`src/rtl/nv_store_pkg.sv`:
```
package nv_store_pkg;
  localparam int NV_CH  = 4;
  localparam int NV_W   = 8;
  localparam int NV_CHW = $clog2(NV_CH);

  typedef logic [NV_CHW-1:0] nv_chan_t;

  typedef struct packed {
    nv_chan_t        ch;
    logic [NV_W-1:0] dat;
  } nv_word_t;
endpackage

```
`src/rtl/nv_pend_window.sv`:
```
module nv_pend_window
  import nv_store_pkg::*;
(
  input  logic     clk,
  input  logic     rst_n,
  input  logic     sclk_rise,
  input  logic     sel,
  input  logic     busy,
  input  logic     frame_done,
  input  logic     prog,
  input  nv_word_t frame_word,
  output logic     arm,
  output nv_word_t arm_word
);
  logic     vld_q, vld_d;
  logic     age_q, age_d;
  nv_word_t w_q;
  logic     load;

  assign load     = sel & sclk_rise & frame_done & ~busy;
  assign arm      = sel & sclk_rise & vld_q & ~age_q & prog & ~frame_done;
  assign arm_word = w_q;

  always_comb begin
    vld_d = vld_q;
    age_d = age_q;
    if (!sel) begin
      vld_d = 1'b0;
    end else if (sclk_rise) begin
      if (frame_done && !busy) begin
        vld_d = 1'b1;
        age_d = 1'b0;
      end else if (vld_q) begin
        if (!age_q && !prog) age_d = 1'b1;
        else                 vld_d = 1'b0;
      end
    end
  end

  always_ff @(posedge clk or negedge rst_n) begin
    if (!rst_n) begin
      vld_q <= 1'b0;
      age_q <= 1'b0;
      w_q   <= '0;
    end else begin
      vld_q <= vld_d;
      age_q <= age_d;
      if (load) w_q <= frame_word;
    end
  end

  AST_PEND_EXPIRES: assert property (@(posedge clk) disable iff (!rst_n)
    (vld_q && age_q && sclk_rise && !frame_done) |=> !vld_q);
endmodule

```
`src/rtl/nv_busy_timer.sv`:
```
module nv_busy_timer
  import nv_store_pkg::*;
#(
  parameter int BUSY_EDGES = 4000
) (
  input  logic     clk,
  input  logic     rst_n,
  input  logic     sclk_rise,
  input  logic     supply_ok,
  input  logic     start,
  input  nv_word_t start_word,
  output logic     busy,
  output logic     commit,
  output nv_word_t commit_word
);
  localparam int            CW   = $clog2(BUSY_EDGES + 1);
  localparam logic [CW-1:0] LAST = CW'(BUSY_EDGES - 1);

  logic          busy_q, busy_d;
  logic [CW-1:0] cnt_q, cnt_d;
  nv_word_t      word_q;
  logic          last_edge;

  assign last_edge   = busy_q & sclk_rise & (cnt_q == LAST);
  assign commit      = last_edge & supply_ok;
  assign busy        = busy_q;
  assign commit_word = word_q;

  always_comb begin
    busy_d = busy_q;
    cnt_d  = cnt_q;
    if (busy_q) begin
      if (!supply_ok)       busy_d = 1'b0;
      else if (last_edge)   busy_d = 1'b0;
      else if (sclk_rise)   cnt_d  = cnt_q + 1'b1;
    end else if (start) begin
      busy_d = 1'b1;
      cnt_d  = '0;
    end
  end

  always_ff @(posedge clk or negedge rst_n) begin
    if (!rst_n) begin
      busy_q <= 1'b0;
      cnt_q  <= '0;
      word_q <= '0;
    end else begin
      busy_q <= busy_d;
      cnt_q  <= cnt_d;
      if (start && !busy_q) word_q <= start_word;
    end
  end

  AST_HOLD_WITHOUT_EDGE: assert property (@(posedge clk) disable iff (!rst_n)
    (busy_q && !sclk_rise && supply_ok) |=> busy_q);
  AST_START_WHEN_IDLE: assert property (@(posedge clk) disable iff (!rst_n)
    start |-> !busy_q);
endmodule

```
`src/rtl/nv_reg_bank.sv`:
```
module nv_reg_bank
  import nv_store_pkg::*;
#(
  parameter logic [NV_W-1:0] INIT_STEP = 8'h21
) (
  input  logic                   clk,
  input  logic                   rst_n,
  input  logic                   sel,
  input  logic                   wr_en,
  input  nv_word_t               wr_word,
  input  logic                   commit,
  input  nv_word_t               commit_word,
  output logic [NV_CH*NV_W-1:0]  level_o
);
  logic            boot_q;
  logic [NV_W-1:0] st_q [NV_CH];
  logic [NV_W-1:0] wk_q [NV_CH];

  always_ff @(posedge clk or negedge rst_n) begin
    if (!rst_n) boot_q <= 1'b1;
    else        boot_q <= 1'b0;
  end

  for (genvar i = 0; i < NV_CH; i++) begin : g_ch
    logic st_en, wk_wr;
    assign st_en = commit & (commit_word.ch == NV_CHW'(i));
    assign wk_wr = wr_en & (wr_word.ch == NV_CHW'(i));

    always_ff @(posedge clk or negedge rst_n) begin
      if (!rst_n)     st_q[i] <= NV_W'((i + 1) * INIT_STEP);
      else if (st_en) st_q[i] <= commit_word.dat;
    end

    always_ff @(posedge clk or negedge rst_n) begin
      if (!rst_n)                wk_q[i] <= '0;
      else if (boot_q || !sel)   wk_q[i] <= st_q[i];
      else if (wk_wr)            wk_q[i] <= wr_word.dat;
    end

    assign level_o[i*NV_W +: NV_W] = wk_q[i];

    AST_BOOT_LOAD: assert property (@(posedge clk) disable iff (!rst_n)
      boot_q |=> (wk_q[i] == $past(st_q[i])));
    AST_RESTORE: assert property (@(posedge clk) disable iff (!rst_n)
      (!sel && !boot_q) |=> (wk_q[i] == $past(st_q[i])));
  end
endmodule

```
`src/rtl/nv_store_seq.sv`:
```
module nv_store_seq
  import nv_store_pkg::*;
#(
  parameter int              BUSY_EDGES = 4000,
  parameter logic [NV_W-1:0] INIT_STEP  = 8'h21
) (
  input  logic                  clk,
  input  logic                  rst_n,
  input  logic                  sclk_rise,
  input  logic                  sel,
  input  logic                  frame_done,
  input  logic [NV_CHW-1:0]     frame_chan,
  input  logic [NV_W-1:0]       frame_data,
  input  logic                  prog,
  input  logic                  supply_ok,
  output logic                  ready_o,
  output logic                  link_en,
  output logic [NV_CH*NV_W-1:0] level_o
);
  nv_word_t frame_word, arm_word, commit_word;
  logic     busy, arm, start, commit, wr_en;

  assign frame_word = '{ch: frame_chan, dat: frame_data};
  assign wr_en      = sel & sclk_rise & frame_done & ~busy;
  assign start      = arm & supply_ok;
  assign ready_o    = ~busy;
  assign link_en    = sel & ~busy;

  nv_pend_window u_win (
    .clk        (clk),
    .rst_n      (rst_n),
    .sclk_rise  (sclk_rise),
    .sel        (sel),
    .busy       (busy),
    .frame_done (frame_done),
    .prog       (prog),
    .frame_word (frame_word),
    .arm        (arm),
    .arm_word   (arm_word)
  );

  nv_busy_timer #(.BUSY_EDGES(BUSY_EDGES)) u_tmr (
    .clk         (clk),
    .rst_n       (rst_n),
    .sclk_rise   (sclk_rise),
    .supply_ok   (supply_ok),
    .start       (start),
    .start_word  (arm_word),
    .busy        (busy),
    .commit      (commit),
    .commit_word (commit_word)
  );

  nv_reg_bank #(.INIT_STEP(INIT_STEP)) u_bank (
    .clk         (clk),
    .rst_n       (rst_n),
    .sel         (sel),
    .wr_en       (wr_en),
    .wr_word     (frame_word),
    .commit      (commit),
    .commit_word (commit_word),
    .level_o     (level_o)
  );

  AST_FALL_NEEDS_PROG: assert property (@(posedge clk) disable iff (!rst_n)
    $fell(ready_o) |-> $past(prog));
  AST_LINK_OFF_BUSY: assert property (@(posedge clk) disable iff (!rst_n)
    !ready_o |-> !link_en);
  AST_LOWSUPPLY_READY: assert property (@(posedge clk) disable iff (!rst_n)
    !supply_ok |=> ready_o);
endmodule

```
`config.mk`:
```
export PLATFORM = sky130hd
export DESIGN_NAME = nv_store_seq
export DESIGN_NICKNAME = d
export VERILOG_FILES = /design/src/rtl/nv_store_pkg.sv /design/src/rtl/nv_pend_window.sv /design/src/rtl/nv_busy_timer.sv /design/src/rtl/nv_reg_bank.sv /design/src/rtl/nv_store_seq.sv
export SDC_FILE = /design/constraint.sdc
export NUM_CORES = 1
export LEC_CHECK = 0
export CORE_ASPECT_RATIO = 1.5
export CORE_UTILIZATION = 45
export DETAILED_ROUTE_END_ITERATION = 7
export PLACE_DENSITY = 0.71
export SYNTH_ARGS = -nofsm -noshare
export SYNTH_HDL_FRONTEND = slang
export SYNTH_SLANG_ARGS = --single-unit
```
`constraint.sdc`:
```
create_clock -name clk -period 2.7 [get_ports clk]
set_input_delay 0.405 -clock clk [delete_from_list [all_inputs] [get_ports clk]]
set_output_delay 0.405 -clock clk [all_outputs]
set_load 0.02 [all_outputs]
```
# Yosys cells after proc, flatten, opt, wreduce, memory -nomap -nowiden
# Cells that the tools add are included.
dict set report totals {
  reg_bits 100
  inputBits 17
  out_inout_bits 34
  elab_cells 96
}
dict set report op_classes {
  add_sub_neg 1
  n_eq_ne 11
  n_mux 25
  bitwise_logic 23
  n_reduce_logical 19
}
# cell n
set op_table {}
lappend op_table {{two-way mux 8 bit} 8}
lappend op_table {{two-way mux 12 bit} 5}
lappend op_table {{bitwise AND 1 bit} 20}
lappend op_table {{nonzero test 2 bit} 7}
lappend op_table {{adder 12 x 1 -> 12 bit (second input constant)} 1}
lappend op_table {{equality test 12 bit (second input constant)} 1}
lappend op_table {{two-way mux 1 bit} 12}
lappend op_table {{equality test 2 bit (second input constant)} 4}
lappend op_table {{!= test 2 bit (second input constant)} 4}
lappend op_table {{AND reduction 4 bit} 2}
lappend op_table {{equality test 2 x 1 -> 1 bit (second input constant)} 2}
lappend op_table {{zero test 1 bit} 4}
lappend op_table {{zero test 2 bit} 2}
lappend op_table {{logical AND 1 bit} 3}
lappend op_table {{NOT 1 bit} 3}
lappend op_table {{logical OR 1 bit} 1}

# Longest topological paths before layout
# Gate-level depths: netlist (run 1).
dict set report logic_depth {
  word_depth 8
  depth_mapped 6
  ltp_nobuf 5
}

# Cells and area by module
# A second synthesis (run 1) with hierarchy kept.
dict set report unflattened {
  cells_unflattened 385
  area_unflattened_um2 4554.4
}
# mod instances cells_each area_each_um2 seq_area_each_um2
set modules_own_cells {}
lappend modules_own_cells {nv_reg_bank 1 222 2847.7 1640.3}
lappend modules_own_cells {nv_busy_timer 1 128 1159.9 575.6}
lappend modules_own_cells {nv_pend_window 1 31 518.0 300.3}
lappend modules_own_cells {nv_store_seq 1 4 28.8 0.0}

# Worst setup path before layout (run 1)
# No wires, ideal clock.
dict set report synth_path {
  kind {reg2reg}
  startpoint {register u_tmr.busy_q (netlist: u_tmr.busy)}
  endpoint {register u_tmr.word_q (netlist bit u_tmr.commit_word[0])}
  setup_ns 0.125
  arrival_time_ns 1.881
  t_required_ns 2.575
  setup_slack_ns 0.695
  stages_incl_launch_ff 7
  path_buffers 3
  period_less_slack_ns 2.005
  cell_sequence {dfrtp_1 clkbuf_1 nor2b_1 and4_1 clkbuf_1 buf_2 mux2_2}
}
dict set report synth_via {
  elab_chain_cells 2
}
# item line
set synth_lines {}
lappend synth_lines {{from (decl)} nv_busy_timer.sv:19} ;# logic busy_q, busy_d;
lappend synth_lines {{from (signal assigned)} nv_busy_timer.sv:48} ;# busy_q <= busy_d;
lappend synth_lines {{zero test 1 bit} nv_busy_timer.sv:50} ;# if (start && !busy_q) word_q <= start_word;
lappend synth_lines {{logical AND 1 bit} nv_busy_timer.sv:50}
lappend synth_lines {{to (signal assigned)} nv_busy_timer.sv:50}
lappend synth_lines {{to (decl)} nv_busy_timer.sv:21} ;# nv_word_t word_q;
# No other way between the ends.
# A chain may end at the register's enable or synchronous reset.

# Worst setup path after layout (run 1)
dict set report layout_path {
  startpoint {register u_tmr.busy_q (netlist: u_tmr.busy)}
  endpoint {output ready_o}
}
dict set report layout_via {
  elab_chain_cells 1
}
# item line
set layout_lines {}
lappend layout_lines {{NOT 1 bit} nv_store_seq.sv:26} ;# assign ready_o = ~busy;
lappend layout_lines {{to (decl)} nv_store_seq.sv:16} ;# output logic ready_o,
# No other way between the ends.

==> metrics.txt, run 1 <==
status finished, final reports clean; Least-Margin Pin Slew around 0.67 ns; kind of critical path reg -> out; Starting Density 0.472; Hold Buf Count CTS 0; post_cts resized 0; crit path capture type primary output; Final Skew 0.00773 ns; Post CTS Setup Buffer Count 0; number of setup violations in the final report 0; fillers slightly below 800; CTS tree built; layout cell share with drive strength beyond 1 0.216; DRT Pass-1 Iters 4; number of remaining DRC errors 0; final net count 458; Die Height 123 um; CTS root buffer clkbuf_16; Die ar. 10200 sq um; Vias per Instance roughly 5.6; antenna violations before repair 0; # diodes 0; Syn Std Cell Area 4410 sq um; Final Hold Fails 0; Peak supply drop 0.000378 V; H-tree depth 3; Period Utilization, post-route 0.841; Design Power between 0.003 and 0.004 W; Clk pin slew, worst setup/hold paths around 0.070 ns; DP Worst Slack 0.277 ns; IO Port Bufs 50; Overflow after GRT 0; Max Buffers Root-to-Sink 2; WL per Instance ~17 um; Syn Inst Count ~380; PD cells 579 nW/um^2; maximum clock frequency 0.440 GHz; RSZ-0062 raised after global routing no; sequential fraction of the synthesis area 0.570; CTS buffer count 9; number of global-route vias before repair 3137; synth warn 0; DR vias 3129; placed wire-length estimate 6400 um; most frequent cells in the layout dfrtp_1 (89), nand2_1 (71), clkdlybuf4s50_1 (49); #FFs+latches synth 100; TNS Setup 0 ns; Cell variety after synth 42; largest net degree at the start of global routing 65; Synth Net Count 397; Total GRT Usage 0.205; total core area 9360 sq um; DRT antenna net count 0; Slew headroom 0.552; Hold Crit Class in -> async; fin crit period 2.27 ns; Cell Rows 43; Synth Area per Inst 11.6 sq um; Die W 82.9 um; hold_ws 0.00914 ns; clk sink count 100; crit start category flop; Final Max Slew Viols 0; most common cell after layout, fill and taps aside dfrtp_1; Routed Wire Length 9460 um; Layout area overhead 22.7%; CP required between 2 and 2.5 ns; Worst-Skew Late Latency 0.35 ns; R2R setup slack 0.48 ns; # Max-Cap Violations 0; final RePlAce weighted congestion between 0.8 and 0.9; WP data arrival 1.87 ns; Detailed Route Iter0 Violations 169; CP Max Fanout 18; final setup margin 0.429 ns; LEAKAGE 2.44 nW; boundary pin count between 50 and 60; first-pass GRT wire length 16000 um
[synthesized netlist by cell type (all sizes together)]
cell type,n,area (sq um)
nor2b,1,6.26
nand3,14,70.1
nor3,6,41.3
ha,1,12.5
nand4bb,1,11.3
xnor2,1,8.76
a21o,2,15.0
nor4,4,40.0
o22ai,1,6.26
a22o,6,52.6
mux2i,34,340
and3,2,12.5
nand2,71,267
a21oi,3,15.0
nand4b,2,17.5
a31oi,1,6.26
mux2,43,484
a22oi,1,7.51
and4,3,26.3
o31ai,3,27.5
nor4bb,2,20.0
o211ai,1,7.51
clkbuf,12,46.3
nor3b,3,33.8
o21ai,41,205
dfrtp,89,2230
conb,1,3.75
nand2b,2,12.5
buf,5,23.8
nand4,5,37.5
dfstp,11,289
and4b,1,10.0
nand3b,2,15.0
nor2,1,3.75
inv,3,11.3
[final cells by class]
type / count / area, sq um / share of cell area
clock buffers: 9 / 225 / 0.0416
repair buffers: 67 / 626 / 0.116
multi-input cells: 259 / 1830 / 0.338
well taps: 112 / 140 / 0.0259
flip-flops and latches: 100 / 2520 / 0.465
clock inverters: 7 / 68.8 / 0.0127
inverters: 3 / 11.3 / 0.00208
[worst paths after layout]
kind,cells past startpoint,start,endpoint
max,2,u_tmr.busy,ready_o
min,1,rst_n,u_bank.level_o[25]
max reg2reg,5,u_tmr.cnt_q[0],u_bank.st_q[26]
min reg2reg,2,u_win.arm_word[8],u_win.arm_word[8]
max in group asynchronous,2,rst_n,u_bank.st_q[7]
min in group clk,2,u_win.arm_word[8],u_win.arm_word[8]
[flip-flops by register name, summed over array words and instances, names as in the netlist]
| signal | cells |
|---|---|
| u_tmr.commit_word | 10 |
| u_bank.level_o | 32 |
| u_bank.st_q | 32 |
| u_win.age_q | 1 |
| u_tmr.busy | 1 |
| u_bank.boot_q | 1 |
| u_win.arm_word | 10 |
| u_tmr.cnt_q | 12 |
| u_win.vld_q | 1 |
[metal layers]
layer	vias to the layer above	wire length [um]	global-route usage
met1	1557	4080	0.248
met4	0	274	0.107
met5	-	0	0
met3	21	300	0.0394
met2	69	4810	0.350
li1	1482	-	-
[critical path: stages, from the launching register on]
cell             delay (ns)
dfrtp_1                0.69
inv_1                  0.23
clkdlybuf4s50_1        0.59
[power breakdown]
group / switching, W / internal [W]
Sequential: 0.0000673 / 0.00156
Clock: 0.000612 / 0.000653
Combinational: 0.000142 / 0.000102
[metrics by stage]
step | util | cell area [sq um] | instances
after floorplan | - | 4410 | 379
after global placement | 0.547 | 5120 | 541
after detailed placement | 0.547 | 5120 | 541
after CTS | 0.579 | 5420 | 557
after global routing | 0.579 | 5420 | 557
final | 0.579 | 5420 | 557
[cell families after synthesis]
group           synth area share
fa+ha+maj                0.00283
xor+xnor                 0.00198
simple gates               0.141
mux                        0.187
buf+inv                   0.0184
flops                      0.570
compound gates            0.0777
other cells             0.000850
(Power assumes the default switching activity.)
==> inputs of run 2 (changes only) <==
--- a/config.mk
+++ b/config.mk
@@ -8,7 +8,7 @@
 export CORE_ASPECT_RATIO = 1.5
 export CORE_UTILIZATION = 45
 export DETAILED_ROUTE_END_ITERATION = 7
-export PLACE_DENSITY = 0.71
+export PLACE_DENSITY = 0.74
 export SYNTH_ARGS = -nofsm -noshare
 export SYNTH_HDL_FRONTEND = slang
 export SYNTH_SLANG_ARGS = --single-unit
==> constraint.sdc (replaced) <==
create_clock -name clk -period 1.8 [get_ports clk]
set_input_delay 0.27 -clock clk [delete_from_list [all_inputs] [get_ports clk]]
set_output_delay 0.27 -clock clk [all_outputs]
set_load 0.02 [all_outputs]
==> run 2 against run 1 <==
Net effect: combinational power up 120%; first-iteration DRC count rose by 49%; flip-flop and latch count unchanged; via count increased by 4.6%; global-route usage up 1.7 points; routed wire length grew 9.8%; clock-buffer cell count increased by 2; utilization up 5.5 points; clock power up 51%; sequential power grew 49%; largest cell class unchanged; final area up 9.5%; die area stayed put.
==> metrics.txt, run 2 (same netlist as run 1, synthesis figures left out) <==
status finished, final reports clean; Die ar. 10200 sq um (unchanged); Die W 82.9 um (unchanged); Overflow after GRT 0 (unchanged); crit path capture type flop; number of global-route vias before repair 3464 (+10%); most common cell after layout, fill and taps aside dfrtp_1; CTS root buffer clkbuf_16; fillers 759 (-3.6%); CP Max Fanout 5 (-13); CP peak stage delay 0.37 ns (-0.32 ns); # Max-Cap Violations 0 (unchanged); LEAKAGE 2.70 nW (+11%); first-pass GRT wire length 17500 um (+9.0%); Layout area overhead 34.4%; Hold Crit Class in -> async; TNS Setup 0 ns (unchanged); CP required 2.03 ns (-0.27 ns); layout cell share with drive strength beyond 1 0.296 (+0.0800); Slowest-stage cell, CP dfrtp_1; kind of critical path reg -> reg; R2R setup slack 0.03 ns (-0.45 ns); Total GRT Usage 0.222 (+0.0166); maximum clock frequency 0.565 GHz; Max Buffers Root-to-Sink 2 (unchanged); Design Power 0.00486 W (+55%); hold_ws 0.408 ns (+0.398 ns); Vias per Instance 5.46 (-2.7%); # diodes 0 (unchanged); IO Port Bufs 50 (unchanged); final RePlAce weighted congestion 0.873 (+7.0%); Final Hold Fails 0 (unchanged); largest net degree at the start of global routing 65 (unchanged); Cell Rows 43 (unchanged); R2R Path Start u_tmr.cnt_q[9]; DRT antenna net count 0 (unchanged); RR Endpoint u_bank.st_q[28]; r2r worst-path depth 5 (unchanged); PD cells 820 nW/um^2 (+42%); Die Height 123 um (unchanged); final net count 501 (+9.4%); Worst-Skew Late Latency 0.34 ns (about the same); most frequent cells in the layout dfrtp_1 (88), nand2_1 (70), buf_4 (49); DRT Pass-1 Iters 4 (unchanged); Final Skew 0.00680 ns (-0.000926 ns); Detailed Route Iter0 Violations 251 (+49%); Clk pin slew, worst setup/hold paths 0.06 ns (about the same); Period Utilization, post-route 0.984; RSZ-0062 raised after global routing yes; Peak supply drop 0.000574 V (+52%); total core area 9360 sq um (unchanged); final core occ 0.634 (+0.0549); WL per Instance 17.4 um (+2.1%); clk sink count 100 (unchanged); DR vias 3273 (+4.6%); CTS tree built; number of setup violations in the final report 0 (unchanged); H-tree depth 3 (unchanged); fin crit period 1.77 ns; placed wire-length estimate 7120 um (+11%); boundary pin count 51 (unchanged); number of remaining DRC errors 0 (unchanged); CTS buffer count 9 (unchanged); Starting Density 0.472 (unchanged); crit start category flop; Routed Wire Length 10400 um (+9.8%); Final Max Slew Viols 0 (unchanged); antenna violations before repair 0 (unchanged); critical path cell sequence nand4_1 -> nor4_4 -> nor3b_4 -> buf_6 -> mux2_2; WP data arrival 2.00 ns (+0.13 ns)
[run 2: cell types whose count changed in the layout (fill, tap and decap cells not counted), moves of 3 or more]
| cell | previous run | this run |
|---|---|---|
| clkinv_4 | 3 | 0 |
| clkdlybuf4s50_1 | 49 | 46 |
| buf_6 | 0 | 3 |
| buf_12 | 0 | 8 |
| inv_8 | 3 | 0 |
| buf_4 | 18 | 49 |
[run 2: worst max-delay path by stage]
stage	startpoint	to	slack (ns)
3_5_place_dp	sclk_rise	u_bank.st_q[25]	-0.36
2_1_floorplan	u_tmr.cnt_q[5]	u_bank.st_q[25]	-0.02
3_3_place_gp	sclk_rise	u_bank.st_q[25]	-0.31
4_1_cts	u_tmr.cnt_q[0]	u_bank.st_q[25]	0.003
5_1_grt	u_tmr.busy	u_bank.level_o[3]	-0.11
6_report	u_tmr.cnt_q[9]	u_bank.st_q[28]	0.03
[run 2: critical path: cells and delay by family (launching register included)]
family	cells	cell delay, ns
buffers and inverters	1	0.15
flip-flops	1	0.37
multiplexers	1	0.32
AND/OR/NAND/NOR	3	0.81
[run 2: what timing repair did]
| action | CTS | global route |
|---|---|---|
| endpoints found under the setup margin | 31 | 56 |
| resized for setup | 2 | 13 |
| setup buffers | 1 | 7 |
| endpoints found under the hold margin | 25 | 0 |
| hold buffers | 1 | 0 |
| pin swaps | 0 | 5 |
[run 2: area by class of cell]
type                            instances  area [sq um]  area share
Sequential cell                       100          2520       0.424
Multi-Input combinational cell        259          1900       0.321
Timing Repair Buffer                  110          1070       0.180
Clock buffer                           11           243      0.0409
Tap cell                              112           140      0.0236
Clock inverter                          4          50.0     0.00844
Inverter                                3          11.3     0.00190
[run 2: layer usage]
layer | GRT usage | up-vias | wire [um]
met3 | 0.0347 | 11 | 280
met4 | 0.0765 | 0 | 150
met2 | 0.407 | 68 | 5650
met1 | 0.264 | 1636 | 4320
li1 | - | 1558 | -
met5 | 0 | - | 0
[run 2: power by group]
part           internal [W]  total (W)  switching (W)  leakage, nW
registers           0.00234    0.00243      0.0000870         1.33
clock network       0.00111    0.00190       0.000798        0.138
logic              0.000261   0.000531       0.000270         1.23
[run 2: stage by stage]
stage                     area, sq um  std cells  setup slack, ns
after floorplan                  4450        379          -0.0222
after global placement           5500        575           -0.309
after detailed placement         5500        575           -0.361
after CTS                        5810        592          0.00282
after global routing             5930        599           -0.111
final                            5930        599           0.0290
==> inputs of run 3 (changes only) <==
--- a/config.mk
+++ b/config.mk
@@ -5,6 +5,7 @@
 export SDC_FILE = /design/constraint.sdc
 export NUM_CORES = 1
 export LEC_CHECK = 0
+export CAP_MARGIN = 20
 export CORE_ASPECT_RATIO = 1.5
 export CORE_UTILIZATION = 45
 export DETAILED_ROUTE_END_ITERATION = 7
==> results of run 3 <==
No change in the layout: final DEF, timing and power equal those of run 2.
